[src/rtl/hazard_ctl.sv]
module hazard_ctl #(
  parameter int AW = 5
) (
  input  logic          clk,
  input  logic          rst_n,
  input  logic [AW-1:0] id_rs1,
  input  logic [AW-1:0] id_rs2,
  input  logic          id_rs1_used,
  input  logic          id_rs2_used,
  input  logic          id_ctrl,
  input  logic [AW-1:0] ex_rd,
  input  logic          ex_wen,
  input  logic          ex_load,
  input  logic [AW-1:0] mem_rd,
  input  logic          mem_load,
  input  logic          jump,
  output logic          pc_stall,
  output logic          if_stall,
  output logic          id_flush,
  output logic          if_flush
);
  logic ex_live, mem_live, ex_match, mem_match, stall;

  assign ex_live  = ex_wen && (ex_rd != '0);
  assign mem_live = mem_load && (mem_rd != '0);

  assign ex_match  = ex_live && ((id_rs1_used && id_rs1 == ex_rd) ||
                                 (id_rs2_used && id_rs2 == ex_rd));
  assign mem_match = mem_live && ((id_rs1_used && id_rs1 == mem_rd) ||
                                  (id_rs2_used && id_rs2 == mem_rd));

  assign stall = rst_n && ((ex_match && (ex_load || id_ctrl)) ||
                           (mem_match && id_ctrl));

  assign pc_stall = stall;
  assign if_stall = stall;
  assign id_flush = stall;
  assign if_flush = rst_n && jump && !stall;
endmodule

[config.mk]
export PLATFORM = sky130hd
export DESIGN_NAME = hazard_ctl
export DESIGN_NICKNAME = d
export VERILOG_FILES = /design/src/rtl/hazard_ctl.sv
export SDC_FILE = /design/constraint.sdc
export NUM_CORES = 1
export LEC_CHECK = 0
export BUFFER_PORTS_ARGS = -buffer_cell sky130_fd_sc_hd__clkbuf_2
export CAP_MARGIN = 20
export CORE_AREA = 2 2 39 41
export DETAILED_ROUTE_END_ITERATION = 10
export DIE_AREA = 0 0 41 43
export SETUP_SLACK_MARGIN = 0.15
export SYNTH_ARGS = -nofsm -noshare
export SYNTH_HDL_FRONTEND = slang
export SYNTH_SLANG_ARGS = --single-unit
[constraint.sdc]
create_clock -name vclk -period 1.5
set_input_delay 0.15 -clock vclk [all_inputs]
set_output_delay 0.15 -clock vclk [all_outputs]
set_load 0.01 [all_outputs]
==> reports/qor.log <==
qor: timing.timing.slew.headroom 75.2%
qor: global_route.grt_max_degree 4
qor: synth.syn_area 314 um^2
qor: synth.synth.most_common_cell xnor2_1
qor: global_route.number_of_global_route_vias_before_repair 329
qor: routing.drtIter0Drc 0
qor: final_layout.post_layout_nonfiller_instances 90
qor: critical_path.cpMaxStageDelayCell or3_1
qor: global_route.global_router_s_overall_resource_usage 9.59%
qor: synth.syn_nets 70
qor: cts.post-cts-setup-buffer-count 0
qor: critical_path.path_max_fanout 2
qor: global_route.global_route.overflow_total 0
qor: hold_path.hold_path.startpoint jump
qor: hold_path.hp-class in -> out
qor: critical_path.worstPathCellList buf_6 -> or3_1 -> o311a_1 -> a22oi_2 -> and3_1 -> buf_2
qor: place.dp.final_hpwl 823 um
qor: final_layout.design_area 517 um^2
qor: floorplanning.core_area 1380 um^2
qor: global_route.number_of_antenna_violations_at_the_first_check_in_global_routing 0
qor: routing.vias_per_cell 4.26
qor: final_layout.share_of_the_core_filled_with_cells_in_the_final_layout 37.3%
qor: routing.drc 0
qor: timing.worst_pin_slew 0.369 ns
qor: global_route.grt_first_pass_wirelength 1260 um
qor: final_layout.regArea 0 um^2
qor: synth.ys.warnings.count 0
qor: timing.hold_ws 0.616 ns
qor: power.leak 0.000229 uW
qor: hold_path.worstHoldEndpoint if_flush
qor: critical_path.crit_path_start_kind primary input
qor: routing.route.vias.total 383
qor: floorplanning.start_util 22.7%
qor: floorplanning.placement_rows 14
qor: synth.postSynthAreaPerCell 7.66 um^2
qor: routing.route.antenna.remaining_nets 0
qor: place.placement.cell_area 504 um^2
qor: synth.yosysTopAreaCell xnor2_1
qor: final_layout.insertedDiodeCount 0
qor: final_layout.syn2layout_area_growth 64.5%
qor: timing.finalCriticalPeriod 1.50 ns
qor: cts.postCtsHoldBufs 0
qor: final_layout.number_of_clock_buffers_in_the_layout 0
qor: critical_path.cp-end-kind output pin
qor: final_layout.multi_input_comb_area 308 um^2
qor: critical_path.max_stage_delay 0.37 ns
qor: hold_path.min_delay_path_depth 3
qor: timing.slew_violations 0
qor: floorplanning.num_io_pins 33
qor: synth.synth_top_area_share 55.8%
qor: floorplanning.die_width 41 um
qor: final_layout.layout-drive-gt1-share 52.7%
qor: synth.synth_cells 41
qor: timing.fmax 667 MHz
qor: synth.synth_cell_type_count 14
qor: status.violations setup timing
qor: synth.synth.area.top_cells xnor2_1 56%, nand4_1 8.0%, a21oi_4 5.2%, buf_4 4.8%, nand2_1 4.8%
qor: routing.route.detailed.wl_per_inst 9.44 um
qor: job.max_cap_violations 0
qor: status.run_status complete, but fails checks
qor: timing.grt_setup_unrepaired true
qor: final_layout.total_of_fill_cells_in_the_finished_design 148
qor: power.power_density 273 nW/um^2
qor: routing.route.final.wire_length 850 um
qor: final_layout.flops_and_latches 0
qor: place.gp_congestion 0.741
qor: critical_path.worst-endpoint-arrival 1.35 ns
qor: power.fin_total_pwr 141 uW
qor: place.dp.cells 90
qor: final_layout.design.final.nets 105
qor: place.portBuffers 32
qor: critical_path.critical_path_class in -> out
qor: floorplanning.design.die.area 1760 um^2
qor: power.peak_supply_drop 0.0000849 V
qor: timing.final_min_period_over_clock_period 100%
qor: synth.synth_top_cells_by_count 20 x xnor2_1, 4 x nand2_1, 4 x nand4_1, 2 x buf_4, 2 x o22ai_1
qor: timing.final.setup.worst_slack -0.000200 ns
qor: synth.ys_seq_area_share 0%
qor: timing.report.final.hold_viol_count 0
qor: routing.firstDrtPassIters 1
qor: critical_path.cp_data_required_time 1.35 ns
qor: timing.finalSetupViolations 1
qor: floorplanning.die-height 43 um
-- layout make-up --
| class | count | area share (%) |
|---|---|---|
| multi-input combinational | 39 | 59.6 |
| timing repair buffer | 35 | 36.6 |
| tap | 16 | 3.87 |
-- power breakdown --
part           internal, uW  switching [uW]  leakage (uW)  total, uW
clock network             0               0             0          0
logic                  80.7            60.6      0.000229        141
registers                 0               0             0          0
-- metal layers --
layer  vias to the layer above  track usage [%]  part of all wire, %  wire [um]
met1                       157             13.6                   43        369
met4                         0                0                    0          0
met5                         -                0                    0          0
met3                         0                0                  8.7         74
li1                        211                -                    -          -
met2                        15             16.6                   48        407
-- cell usage in the layout (no fill, tap or decap) --
cell type  netlist  final
clkbuf_2         0     27
nand2_1          4      4
buf_4            2      3
o22ai_2          0      1
o22ai_1          2      1
o21ai_0          1      1
nor2b_2          0      1
and3_1           1      1
xnor2_1         20     20
nor3_1           1      1
or3_1            1      1
a21oi_4          1      1
buf_2            0      4
nand4_1          4      4
nor2_1           1      1
o311a_1          1      1
a22oi_2          1      1
buf_6            0      1
-- stage by stage --
stage          setup slack [ns]    TNS, ns
5_1_grt                 -0.0553    -0.0553
4_1_cts                 -0.0182    -0.0182
3_3_place_gp            -0.0386    -0.0386
3_5_place_dp            -0.0465    -0.0465
2_1_floorplan             0.160          0
6_report              -0.000200  -0.000200
-- critical path, delay by kind of cell --
family / cells / cell delay (ns)
AOI/OAI and AO/OA: 2 / 0.45
buffers and inverters: 2 / 0.21
and+or+nand+nor: 2 / 0.53
-- worst max-delay path by stage --
stage | from | endpoint | slack [ns] | cells past startpoint
floorplan | mem_rd[0] | if_stall | 0.16 | 5
global placement | mem_rd[0] | if_flush | -0.04 | 6
detailed placement | mem_rd[0] | if_flush | -0.05 | 6
CTS | mem_rd[0] | if_flush | -0.02 | 6
global route | mem_rd[0] | if_flush | -0.06 | 6
finish | mem_rd[0] | if_flush | -0.0002 | 6
-- what timing repair did --
action                                  4_1_cts  5_1_grt
endpoints found under the setup margin        4        4
gates resized for setup                       0        6
pin swaps                                     2        0
-- kinds of logic (layout without fill, tap and decap cells) --
| group | count (synthesis) | in the layout | synth area share, % |
|---|---|---|---|
| AO/OA/AOI/OAI | 6 | 6 | 17.9 |
| AND/OR/NAND/NOR | 13 | 13 | 21.5 |
| buffers and inverters | 2 | 35 | 4.78 |
| XOR/XNOR | 20 | 20 | 55.8 |
No activity file was read; power rests on OpenSTA's default activity.
